**src/rtl/pcm_tx_pkg.sv**
```systemverilog
// Shared sizing for the playback FIFO.
// Assumes DEPTH is a power of two and at least BURST.
package pcm_tx_pkg;
    localparam int DATA_W   = 16;
    localparam int DEPTH    = 32;
    localparam int BURST    = 16;
    localparam int THR_W    = 4;
    localparam int THR_UNIT = 2;
    localparam int CNT_W    = $clog2(DEPTH) + 1;
endpackage

```
**src/rtl/ptx_store.sv**
```systemverilog
// Sample storage: circular buffer with fill counter and output sample register.
// Assumes flush has priority over write and pop; full writes are dropped.
module ptx_store #(
    parameter int DATA_W = 16,
    parameter int DEPTH  = 32,
    localparam int PTR_W = $clog2(DEPTH),
    localparam int CNT_W = PTR_W + 1
) (
    input  logic              clk,
    input  logic              rst_n,
    input  logic              flush,
    input  logic              wr_en,
    input  logic [DATA_W-1:0] wr_data,
    input  logic              pop,
    input  logic              repeat_last,
    output logic [DATA_W-1:0] rd_data,
    output logic [CNT_W-1:0]  level,
    output logic              wr_drop,
    output logic              pop_empty
);
    logic [DATA_W-1:0] mem [DEPTH];
    logic [PTR_W-1:0]  wr_ptr, rd_ptr;
    logic              full, empty, do_wr, do_rd;

    // Qualify the requested operations against fill state and flush.
    always_comb begin
        full      = (level == CNT_W'(DEPTH));
        empty     = (level == '0);
        do_wr     = wr_en && !flush && !full;
        do_rd     = pop && !flush && !empty;
        wr_drop   = wr_en && !flush && full;
        pop_empty = pop && !flush && empty;
    end

    // Sample array write, no reset needed.
    always_ff @(posedge clk) begin
        if (do_wr) mem[wr_ptr] <= wr_data;
    end

    // Pointers and fill counter.
    always_ff @(posedge clk) begin
        if (!rst_n || flush) begin
            wr_ptr <= '0;
            rd_ptr <= '0;
            level  <= '0;
        end else begin
            if (do_wr) wr_ptr <= wr_ptr + 1'b1;
            if (do_rd) rd_ptr <= rd_ptr + 1'b1;
            case ({do_wr, do_rd})
                2'b10:   level <= level + 1'b1;
                2'b01:   level <= level - 1'b1;
                default: level <= level;
            endcase
        end
    end

    // Output sample register: next sample, held sample or zero fill.
    always_ff @(posedge clk) begin
        if (!rst_n) begin
            rd_data <= '0;
        end else if (do_rd) begin
            rd_data <= mem[rd_ptr];
        end else if (pop_empty && !repeat_last) begin
            rd_data <= '0;
        end
    end
endmodule

```
**src/rtl/ptx_reqgen.sv**
```systemverilog
// Service condition from fill level, mark and free-slot room for one burst.
// Assumes the mark is scaled by THR_UNIT entries per step.
module ptx_reqgen #(
    parameter int DEPTH    = 32,
    parameter int BURST    = 16,
    parameter int THR_W    = 4,
    parameter int THR_UNIT = 2,
    localparam int CNT_W   = $clog2(DEPTH) + 1
) (
    input  logic [CNT_W-1:0] level,
    input  logic [THR_W-1:0] thresh,
    input  logic             tx_en,
    input  logic             dma_en,
    output logic             svc,
    output logic             dma_req
);
    logic [CNT_W-1:0] mark, free_slots;

    // Compare level against the mark and the burst room.
    always_comb begin
        mark       = CNT_W'(thresh) * CNT_W'(THR_UNIT);
        free_slots = CNT_W'(DEPTH) - level;
        svc        = tx_en && (level <= mark) && (free_slots >= CNT_W'(BURST));
        dma_req    = svc && dma_en;
    end
endmodule

```
**src/rtl/ptx_flags.sv**
```systemverilog
// Sticky error flags with write-one clear and the combined interrupt.
// Assumes a new event in the clear cycle keeps the flag set.
module ptx_flags (
    input  logic clk,
    input  logic rst_n,
    input  logic urun_evt,
    input  logic ovf_evt,
    input  logic urun_clr,
    input  logic ovf_clr,
    input  logic svc,
    input  logic urun_ie,
    input  logic svc_ie,
    output logic urun_flag,
    output logic ovf_flag,
    output logic irq
);
    // Set has priority over clear for both flags.
    always_ff @(posedge clk) begin
        if (!rst_n) begin
            urun_flag <= 1'b0;
            ovf_flag  <= 1'b0;
        end else begin
            urun_flag <= urun_evt || (urun_flag && !urun_clr);
            ovf_flag  <= ovf_evt || (ovf_flag && !ovf_clr);
        end
    end

    // Interrupt combines masked underrun and masked service condition.
    always_comb irq = (urun_flag && urun_ie) || (svc && svc_ie);
endmodule

```
**src/rtl/pcm_tx_fifo.sv**
```systemverilog
// Playback FIFO top: storage, request generator and status flags.
// Assumes a single write port and a one-sample-per-pop transmitter.
module pcm_tx_fifo
    import pcm_tx_pkg::*;
(
    input  logic              clk,
    input  logic              rst_n,
    input  logic              wr_valid,
    input  logic [DATA_W-1:0] wr_data,
    input  logic              ser_pop,
    output logic [DATA_W-1:0] ser_data,
    input  logic              flush,
    input  logic              tx_en,
    input  logic              dma_en,
    input  logic [THR_W-1:0]  thresh,
    input  logic              repeat_last,
    input  logic              urun_ie,
    input  logic              svc_ie,
    input  logic              urun_clr,
    input  logic              ovf_clr,
    output logic              dma_req,
    output logic              irq,
    output logic              urun_flag,
    output logic              ovf_flag,
    output logic [CNT_W-1:0]  fill_level
);
    logic wr_drop, pop_empty, svc;

    ptx_store #(.DATA_W(DATA_W), .DEPTH(DEPTH)) u_store (
        .clk(clk), .rst_n(rst_n), .flush(flush),
        .wr_en(wr_valid), .wr_data(wr_data),
        .pop(ser_pop), .repeat_last(repeat_last),
        .rd_data(ser_data), .level(fill_level),
        .wr_drop(wr_drop), .pop_empty(pop_empty)
    );

    ptx_reqgen #(.DEPTH(DEPTH), .BURST(BURST), .THR_W(THR_W), .THR_UNIT(THR_UNIT)) u_req (
        .level(fill_level), .thresh(thresh), .tx_en(tx_en), .dma_en(dma_en),
        .svc(svc), .dma_req(dma_req)
    );

    ptx_flags u_flags (
        .clk(clk), .rst_n(rst_n),
        .urun_evt(pop_empty), .ovf_evt(wr_drop),
        .urun_clr(urun_clr), .ovf_clr(ovf_clr),
        .svc(svc), .urun_ie(urun_ie), .svc_ie(svc_ie),
        .urun_flag(urun_flag), .ovf_flag(ovf_flag), .irq(irq)
    );
endmodule

```
**config.mk**
```make
export PLATFORM = sky130hd
export DESIGN_NAME = pcm_tx_fifo
export DESIGN_NICKNAME = d
export VERILOG_FILES = /design/src/rtl/pcm_tx_pkg.sv /design/src/rtl/ptx_store.sv /design/src/rtl/ptx_reqgen.sv /design/src/rtl/ptx_flags.sv /design/src/rtl/pcm_tx_fifo.sv
export SDC_FILE = /design/constraint.sdc
export NUM_CORES = 1
export LEC_CHECK = 0
export BUFFER_PORTS_ARGS = -buffer_cell sky130_fd_sc_hd__buf_2
export CAP_MARGIN = 10
export CORE_UTILIZATION = 65
export CTS_CLUSTER_SIZE = 24
export DETAILED_ROUTE_END_ITERATION = 7
export GPL_TIMING_DRIVEN = 0
export HOLD_SLACK_MARGIN = 0.15
export PLACE_DENSITY_LB_ADDON = 0.05
export SYNTH_ARGS = -nofsm -noshare
export SYNTH_HDL_FRONTEND = slang
export SYNTH_SLANG_ARGS = --single-unit
```
**constraint.sdc**
```tcl
create_clock -name clk -period 6.97 [get_ports clk]
set_input_delay 0.697 -clock clk [delete_from_list [all_inputs] [get_ports clk]]
set_output_delay 0.697 -clock clk [all_outputs]
set_load 0.03 [all_outputs]
```
## Word-level counts from Yosys, hierarchy flattened

Memories as Yosys holds them, arrays and structs flattened. A register that Yosys moved wholly into a read port is not among the register bits.
Cells that the tools add are included.

- Reduce and logical (&&, ||, !) cells: 28
- Add/sub/neg operators: 5
- Eq/ne operators: 3
- Mux-type cells: 7
- Order comparisons: 2

Operators by type and width:

| kind | number |
|---|---|
| $mux 16 | 2 |
| $logic_and 1x1->1 | 14 |
| $pmux 6 s2 | 1 |
| $add 5x1->5 const B | 2 |
| $mux 5 | 2 |
| $logic_not 1->1 | 7 |
| $add 6x1->6 const B | 1 |
| $eq 6x6->1 const B | 1 |
| $ge 6x5->1 const B | 1 |
| $le 6x5->1 | 1 |
| $logic_not 6->1 | 1 |
| $sub 6x1->6 const B | 1 |
| $sub 6x6->6 const A | 1 |
| $logic_or 1x1->1 | 4 |
| $reduce_bool 2->1 | 2 |
| $eq 2x1->1 const B | 1 |
| $eq 2x2->1 const B | 1 |
| $mux 1 | 2 |

- Logic and storage cells: 52
- Input bits: 32
- Memories kept: 1
- Output and inout port bits: 26
- Bits in registers: 34
- Memory bits (writable): 512

Memories:

| name | depth | bits a word | rd ports | clocked after memory_dff | wr ports | line | source |
|---|---|---|---|---|---|---|---|
| u_store.mem | 32 | 16 | 1 | 1 | 1 | ptx_store.sv:21 | `logic [DATA_W-1:0] mem [DEPTH];` |

## Logic depth before layout (Yosys ltp)

Gate-level depths: netlist (run 1).

- Word-level depth: 6
- Gate-level depth with buffers: 12
- Mapped depth without buffers: 10

## Cells and area by module

Synthesis (run 1) repeated with hierarchy kept, for this count alone.

- Cell total of the unflattened synthesis: 1188
- Area total of the unflattened synthesis: 21934.8 um2

By module, submodules not included:

| module | area an instance (um2) | seq. area each (um2) | times used | cells each |
|---|---|---|---|---|
| ptx_store | 21700.8 | 16115.5 | 1 | 1159 |
| ptx_reqgen | 156.4 | 0.0 | 1 | 22 |
| ptx_flags | 77.6 | 40.0 | 1 | 7 |

## Worst setup path after synthesis (run 1)

No wires, ideal clock.

- Path type: register to register
- From: register u_store.level[1]
- To: register u_store.level[4]
- Period minus slack after synthesis: 3.089 ns
- Path buffers: 2
- Stages on the path, launching flop included: 13
- Setup time: 0.072 ns
- Path slack: 3.881 ns
- Data required time: 6.898 ns
- Arrival: 3.017 ns
- Cell sequence: dfxtp_1 -> buf_6 -> or4_4 -> o31ai_4 -> inv_4 -> ha_1 -> clkbuf_1 -> xor2_1 -> ha_1 -> a311oi_1 -> o31ai_1 -> a311oi_1 -> mux2i_1

- Cells in the longest elaborated chain, start to end: 5
- Elaborated cells between the ends (all ways): 12
- Those cells by class: add/sub (2); eq/ne (3); mux (1); reduce/logical (6)

Ends and longest elaborated chain:

| element | line | source |
|---|---|---|
| start: declaration | ptx_store.sv:17 | `output logic [CNT_W-1:0] level,` |
| start signal: assignment | ptx_store.sv:50 | `2'b10: level <= level + 1'b1;` |
| start signal: assignment | ptx_store.sv:51 | `2'b01: level <= level - 1'b1;` |
| start signal: assignment | ptx_store.sv:52 | `default: level <= level;` |
| $logic_not 6->1 (*) | ptx_store.sv:28 | `empty = (level == '0);` |
| $logic_not 1->1 (*) | ptx_store.sv:30 | `do_rd = pop && !flush && !empty;` |
| $logic_and 1x1->1 (*) | ptx_store.sv:30 |  |
| via u_store.do_rd | ptx_store.sv:23 | `logic full, empty, do_wr, do_rd;` |
| $eq 2x1->1 or $eq 2x2->1 (tied branches) | ptx_store.sv:49 | `case ({do_wr, do_rd})` |
| $pmux 6 s2 or $reduce_bool 2->1 (tied branches) | -- |  |

Mark *: on every way through the listed nets, which the timed path passes. The rest lies on a longest branch.
A chain may end at the register's enable or synchronous reset.

## Worst setup path after layout (run 1)

- From: register u_store.level[0]
- To: register u_store.level[4]

- Cells in the longest elaborated chain, start to end: 5
- Elaborated cells between the ends (all ways): 12
- Those cells by class: add/sub (2); eq/ne (3); mux (1); reduce/logical (6)

Ends and longest elaborated chain:

| element |
|---|
| parallel branches: the longest is 5 deep, another holds $sub 6x1->6 |

Parallel ways; which one is timed is not known.

==> results of run 1 <==
[worst paths after layout]
path | to | slack (ns) | cells after the start
hold / removal | u_flags.urun_flag | 0.40 | 3
setup / recovery | u_store.level[4] | 3.55 | 12
hold reg to reg | u_store.rd_data[15] | 0.48 | 1
setup reg to reg | u_store.level[4] | 3.55 | 12
[cell families (layout without fill, tap and decap cells)]
family	after synthesis	after routing	share of synthesized area, %
compound gates	110	110	3.74
xor+xnor	12	12	0.493
fa+ha+maj	11	11	0.645
buf+inv	67	240	1.39
flops	551	551	75.7
mux	151	151	14.6
simple gates	144	144	3.39
[metal layers]
layer / vias up / wire, µm / global-route usage (%) / share of wire (%)
met5: - / 0 / 0 / 0
met4: 0 / 1840 / 11.5 / 3.6
met2: 613 / 24400 / 50.5 / 48
li1: 4599 / - / - / -
met1: 5699 / 19600 / 43.7 / 39
met3: 123 / 4490 / 5.92 / 8.9
[cells in the final DEF, fill, tap and decap left out, types with 23 or more instances in the layout]
| cell | n |
|---|---|
| buf_2 | 73 |
| clkbuf_1 | 40 |
| clkbuf_16 | 56 |
| dfxtp_1 | 39 |
| edfxtp_1 | 512 |
| mux2i_1 | 23 |
| mux4_2 | 128 |
| nand2_1 | 23 |
| nor2_1 | 25 |
| nor2_2 | 31 |
[metrics by stage]
step / std cells / power, mW / area (µm²) / hold WS, ns
final: 1654 / 6.41 / 24200 / 0.398
after global placement: 1538 / 3.81 / 22200 / 0.462
after floorplan: 1046 / 3.74 / 21300 / 0.472
after global routing: 1654 / 6.56 / 24200 / 0.431
after detailed placement: 1561 / 3.82 / 22600 / 0.464
after CTS: 1654 / 6.43 / 24200 / 0.376
[cell type report]
class,instances,share of cell area (%)
sequential,551,66.7
multi-input combinational,428,20.5
clock buffer,77,6.21
timing repair buffer,80,2.72
tap,435,2.25
buffer,53,0.997
clock inverter,16,0.408
inverter,14,0.227
[worst max-delay path, delay by kind of cell (launching register included)]
family,cells,cell delay [ns]
compound gates,4,1.29
buf+inv,4,0.89
fa+ha+maj,2,0.43
flops,1,0.35
mux,1,0.21
xor+xnor,1,0.18
[registers in the layout, summed over array words and instances (netlist names), named ones only]
signal	count
u_flags.urun_flag	1
u_store.rd_data	16
u_store.rd_ptr	5
u_store.mem	512
u_flags.ovf_flag	1
u_store.wr_ptr	5
u_store.level	6
[report_power, final]
group	internal [mW]	switching, mW	total [mW]	leakage, nW
logic	0.0301	0.0930	0.123	1.84
clock network	1.52	1.14	2.66	0.782
registers	3.62	0.00296	3.62	4.92
==> metrics list, run 1 <==
- Outcome: finished, final reports clean
- Derived from the worst setup path, the maximum achievable clock frequency is 293 MHz.
- Final GP Congestion: 0.940
- Clock latency on the worst-skew pair, taken at its later pin, is 0.57 ns.
* Main flop type after synthesis: edfxtp_1
- Data on the critical path is required at its endpoint by roughly 7.5 ns.
- In the final layout, the multi-input gates occupy 4950 µm².
- Slowest cell delay on critical path: roughly 0.50 ns
- In the synthesized netlist the async set-or-reset flop fraction comes to 0%.
- STA classifies the critical path endpoint as a flop.
* Tightest Pin Transition: a little over 1 ns
- CP max-delay cell: a31oi_2
- Counting every instance in the synthesized netlist gives ~1000.
- In the routed design, unresolved DRC markers number 0.
- The min-delay analysis places its worst path in the category input pin to flop.
- After detailed routing, the number of vias per cell comes to 6.67.
- Worst-case setup slack after placement: about 3.5 ns
- Of all nets on the critical path, the largest fanout is 10.
* Height of the die: 183 µm
* Clock tree from TritonCTS: yes
- Number of violations of the max-capacitance limit: 0
* Vias: approximately 11000
* Critical hold path startpoint: urun_clr
- The first TritonRoute pass finished after 5 iterations.
- Setup_tns: 0 ns
- STA classifies the critical path startpoint as a flop.
- Across the whole layout, storage elements account for 16200 µm².
- Across every metal layer, demand over resource in global routing totals a little under a third.
* Final max-slew violation count: 0
- The worst path needs between 3 and 4 ns of the cycle, external delays included.
* Launch point of the critical path: u_store.level[0]
- In the final routed layout, each cell accounts on average for 30.4 µm.
* Final worst path period share: between 40% and 50%
* Leakage power: 7.54 nW
- Row cnt: 65
- Startpoint of the worst-slack reg-to-reg timing path: u_store.level[0]
- The worst setup path is of the flop to flop kind.
- Top-count cell post-synth: edfxtp_1
- Across the routed clock network, the largest skew measured is between 0.01 and 0.015 ns.
- Area contributors post-synth: edfxtp_1, mux4_2, dfxtp_1
- For the worst setup path, the data arrival time is about 3.9 ns.
- Number of buffer cells added on primary ports: 57
- Initial antenna violation count: 0
- Congestion Overflow GR: 0
* Overall routed net length: between 50000 and 60000 µm
* Count of clock tree sinks: 551
- Sequential cells were found to cover between 70% and 80% of the synthesized design area.
* Total of fill cells in the finished design: between 1500 and 2000
- The core region is 31900 µm².
* Area of the mapped netlist: approximately 21000 µm²
- Final #Nets: 1224
- Max clock buf depth: 3
* Count of final hold-check violations: 0
- Number of enable flip-flop cells after synthesis: a little over 500
- The number of nets in the synthesized netlist is ~1100.
* H-tree depth reported by CTS: 2
* Largest net degree at the start of global routing: 33
* Horizontal die dimension: approximately 180 µm
- After legalization and detailed placement, the total HPWL measured about 32000 µm.
- Counting flops and latches in the post-synthesis netlist gives about 550.
- Post-route worst setup slack: about 3.6 ns
* Clock Pin Slew Worst Setup and Hold Paths: around 0.06 ns
- For this run, the number of Yosys warnings is 0.
- Counting the buffers created by CTS gives 53.
- The worst pin sits at a relative slew slack of 31.4%.
* Total of hold buffers inserted after clock tree synthesis: 0
- The area growth from synthesis to layout is 13.5%.
* Unique masters post-synth: 58
* Total of endpoints with negative setup slack in the final report: 0
* Post-cts repair resize count: 0
* CP Cell Sequence: clkbuf_1 -> inv_1 -> a31oi_2 -> inv_1 -> ha_1 -> clkbuf_1 -> xor2_1 -> ha_1 -> a311oi_1 -> o31ai_1 -> a311oi_1 -> mux2i_1
- The cell sitting at the root of the clock tree is a clkbuf_16.
- In this run the count of I/O pins placed on the die edge is 58.
* Starting density of the core: between 60% and 70%
- Top-area cell type share of the netlist area: just over 70%
* Via count of the first global-routing pass: ~11000
- Synthesized area per cell: 20.4 µm²
- First-pass GRT wire length: 72200 µm
* DR iter-0 viols: around 1300
* Leading post-synthesis cells by instance count: edfxtp_1, mux4_2, nor2_1, dfxtp_1, clkbuf_1
- Ratio of cells with drive above 1 in the final layout: 27.4%
* VDD IR-drop max: around 240 µV
* Unrepaired setup endpoints after global routing: false
* Cell taking the most area after synthesis: edfxtp_1
* Area enclosed by the die boundary: between 30000 and 40000 µm²
- Dividing total power by cell area gives a power density of between 200 and 300 nW/µm².
* Setup Buffers After CTS: 0
- Measured on the finished design, the core utilization comes to between 70% and 80%.
- Once detail routing completed, the nets flagged for antenna violations numbered 0.
- ANT cells: 0
Power figures use the tool's default switching activity.
==> inputs of run 2 (changes only) <==
--- a/config.mk
+++ b/config.mk
@@ -7,7 +7,7 @@
 export LEC_CHECK = 0
 export BUFFER_PORTS_ARGS = -buffer_cell sky130_fd_sc_hd__buf_2
 export CAP_MARGIN = 10
-export CORE_UTILIZATION = 65
+export CORE_UTILIZATION = 62
 export CTS_CLUSTER_SIZE = 24
 export DETAILED_ROUTE_END_ITERATION = 7
 export GPL_TIMING_DRIVEN = 0
==> constraint.sdc (replaced) <==
create_clock -name clk -period 3.29 [get_ports clk]
set_input_delay 0.329 -clock clk [delete_from_list [all_inputs] [get_ports clk]]
set_output_delay 0.329 -clock clk [all_outputs]
set_load 0.03 [all_outputs]
==> run 2 against run 1 <==
  * Flip-flop and latch count did not move
  * Clock power rose by 110%
  * Sequential share of layout area decreased by 0.42 points
  * Worst hold slack worse by 0.22 ns
  * Register-to-register slack got worse by 3.5 ns
  * Maximum frequency grew 6.7%
  * Combinational power rose by 120%
  * Global-route usage shrank 1.9 points
  * Wire length fell by 1.4%
  * Count of clock-buffer cells in the layout shrank 13
  * Highest routed layer unchanged
==> metrics list, run 2 (synthesized netlist as in run 1, its figures left out) <==
* Outcome: finished, final reports clean
- Data required time of the critical path: 3.80 ns (-3.67 ns)
* Element type at the critical path end: flop
- Initial antenna violation count: 0 (unchanged)
- DR iter-0 viols: 1231 (-3.4%)
- Flip-flop count of the largest register after layout: 512 (unchanged)
* Root buf cell: clkbuf_16
- Final routed wire length divided by cell count: 29.5 µm (-3.0%)
- The largest buffer count on any clock path is 3 (unchanged).
- The setup clock skew after layout came to 0.0169 ns (+0.00225 ns).
- Count of clock tree sinks: 551 (unchanged)
* CORE AREA: 33700 µm² (+5.7%)
* Clock tree from TritonCTS: yes
- In the layout the commonest cells are edfxtp_1, mux4_2, buf_2, clkbuf_16, dfxtp_1.
* Family of cells with the greatest summed delay on the critical path: buffers and inverters
- Congestion Overflow GR: 0 (unchanged)
- The delay of the slowest cell on the worst path was 0.93 ns (+0.43 ns).
* Worst r2r dst: u_store.rd_data[14]
- The reported max-cap violation count was 0 (unchanged).
* Peak clock frequency supported by timing: 312 MHz (+6.7%)
- CP max-delay cell: nor4_1
* Biggest fanout along the worst timing path: 10 (unchanged)
- The detailed placer's ending HPWL was 32700 µm (+0.85%).
- Vias: 11000 (-0.71%)
- Number of iterations in the first detailed-routing pass: 6 (+1)
* Power density normalized to cell area: 559 nW/µm² (+110%)
* Clock Pin Slew Worst Setup and Hold Paths: 0.06 ns (about the same)
* Remaining antenna violation count: 0 (unchanged)
- Classification of the worst-slack hold path: input pin to flop
- Starting density of the core: 63.3% (-3.6 points)
* Critical hold path startpoint: flush
- Number of buffer cells added on primary ports: 57 (unchanged)
- Data arrival time of the critical path: 3.71 ns (-0.21 ns)
- The smallest hold slack is 0.179 ns (-0.220 ns).
- Via count of the first global-routing pass: 11100 (+2.6%)
* Area Overhead vs Synth: 14.2%
- Clock insertion delay at the later pin of the skew report: 0.58 ns (about the same)
- Most common cell after layout, fill and taps aside: edfxtp_1
* Count of final hold-check violations: 0 (unchanged)
- WP depth: 5 (-7)
* Horizontal die dimension: 187 µm (+2.4%)
- The routed wire length is 49700 µm (-1.4%).
* Final max-slew violation count: 0 (unchanged)
- The setup-violating endpoint count in the final report was 0 (unchanged).
- Number of top-level pins: 58 (unchanged)
- The total track usage was 29.4% (-1.9 points).
- Final routed DRC violation total: 0 (unchanged)
- The logic depth of the worst register-to-register path came to 5 (-7).
- The layout cell share with drive strength beyond 1 came to 28.8% (+1.4 points).
- CTS buffer count: 53 (unchanged)
- The combinational group share of total power is 2.0% (about the same).
- The critical path is of the flop to flop type.
- The relative slew slack is 29.8% (-1.6 points).
- The core utilization of the finished layout was 72.3% (-3.6 points).
* Tightest Pin Transition: 1.05 ns (+0.0175 ns)
- First-pass GRT wire length: 72800 µm (+0.90%)
* Critical path buffer and inverter count: 2 (-2)
- Switching power summed over all nets: 2.70 mW (+120%)
* FF-to-FF setup slack: 0.09 ns (-3.46 ns)
* Unrepaired setup endpoints after global routing: true
* Internal power: 10.9 mW (+110%)
- Final #Nets: 1233 (+0.74%)
- Reg with most FFs: u_store.mem
- Power share of the clock group: 41.7% (about the same)
- The final critical path time including I/O delays and setup is 3.20 ns (-0.216 ns).
* Leakage power: 7.62 nW (+1.1%)
* Via density per instance: 6.51 (-2.4%)
- Net switching fraction of the power: 19.8% (+0.47 points)
* Height of the die: 187 µm (+2.4%)
- Final worst path period share: 97.3% (+48 points)
- VDD IR-drop max: 522 µV (+120%)
- STA classifies the critical path startpoint as a flop.
- The signal on the critical path passes through buf_2 -> clkbuf_1 -> a211oi_1 -> nor4_1 -> a22o_1.
* Largest net degree at the start of global routing: 33 (unchanged)
- The total power draw came to 13.6 mW (+110%).
* Share of total power in sequential cells: 56.3% (-0.2 points)
- The row count was 67 (+3.1%).
- Final GP Congestion: 1.02 (+8.4%)
- The critical path ends at u_store.rd_data[14].
* H-tree depth reported by CTS: 2 (unchanged)
- In the final layout, the registers with the most flip-flops are u_store.mem (512), u_store.rd_data (16), u_store.level (6).
- The count of inserted antenna diode cells is 0 (unchanged).
* Area enclosed by the die boundary: 35100 µm² (+4.8%)
## run 2: changes by cell type in the layout (fill, tap and decap cells not counted), sizes merged
| cell | change |
|---|---|
| inv | +2 |
| clkbuf | -14 |
| clkinv | +14 |
| dlygate4sd3 | +4 |
| bufinv | +2 |
| buf | +6 |
| clkinvlp | +1 |
## run 2: layout make-up
type                    instances  area [µm²]
flip-flops and latches        551       16200
fillers                      2039        9340
multi-input cells             428        4980
clock buffers                  64        1370
repair buffers                 90         757
well taps                     448         561
clock inverters                35         251
plain buffers                  52         241
inverters                      14        55.1
## run 2: worst min-delay path by stage
stage | end | cells after the start | slack, ns
5_1_grt | u_store.level[5] | 4 | 0.21
6_report | u_store.level[4] | 4 | 0.18
4_1_cts | u_store.level[4] | 4 | 0.16
3_3_place_gp | u_store.rd_data[1] | 1 | 0.46
3_5_place_dp | u_store.rd_data[1] | 1 | 0.46
2_1_floorplan | u_store.mem[0][0] | 0 | 0.43
## run 2: routing by layer
layer	wire length, µm	up-vias	global-route usage, %
met4	1760	0	10.0
met3	4790	111	7.58
met2	23900	576	46.9
met1	19200	5631	40.1
met5	0	-	0
li1	-	4638	-
## run 2: repair_timing
action | 4_1_cts | 5_1_grt
gates resized for setup | 1 | 10
buffers inserted | 0 | 3
pin swaps | 0 | 1
hold buffers | 4 | 0
setup endpoints to repair | 11 | 23
endpoints found under the hold margin | 2 | 0
cloned | 0 | 0
## run 2: power by group through the flow
stage / registers, mW / clock network (mW) / logic (mW)
finish: 7.67 / 5.69 / 0.268
global route: 7.67 / 6.02 / 0.287
CTS: 7.67 / 5.75 / 0.268
detailed placement: 7.82 / 0 / 0.264
global placement: 7.82 / 0 / 0.252
floorplan: 7.83 / 0 / 0.0900
## run 2: worst reg2reg max path: stages (launching register included)
cell	delay, ns
dfxtp_1	0.52
buf_2	0.31
clkbuf_1	0.81
a211oi_1	0.32
nor4_1	0.93
a22o_1	0.26
## run 2: metrics by stage
| step | setup slack [ns] | area (µm²) | setup TNS (ns) | std cells |
|---|---|---|---|---|
| finish | 0.0893 | 24400 | 0 | 1682 |
| global route | -0.0568 | 24400 | -0.0568 | 1682 |
| CTS | 0.00210 | 24300 | 0 | 1680 |
| detailed placement | -0.0121 | 22700 | -0.0121 | 1577 |
| global placement | -0.534 | 22200 | -193.17 | 1551 |
| floorplan | 0.201 | 21300 | 0 | 1046 |
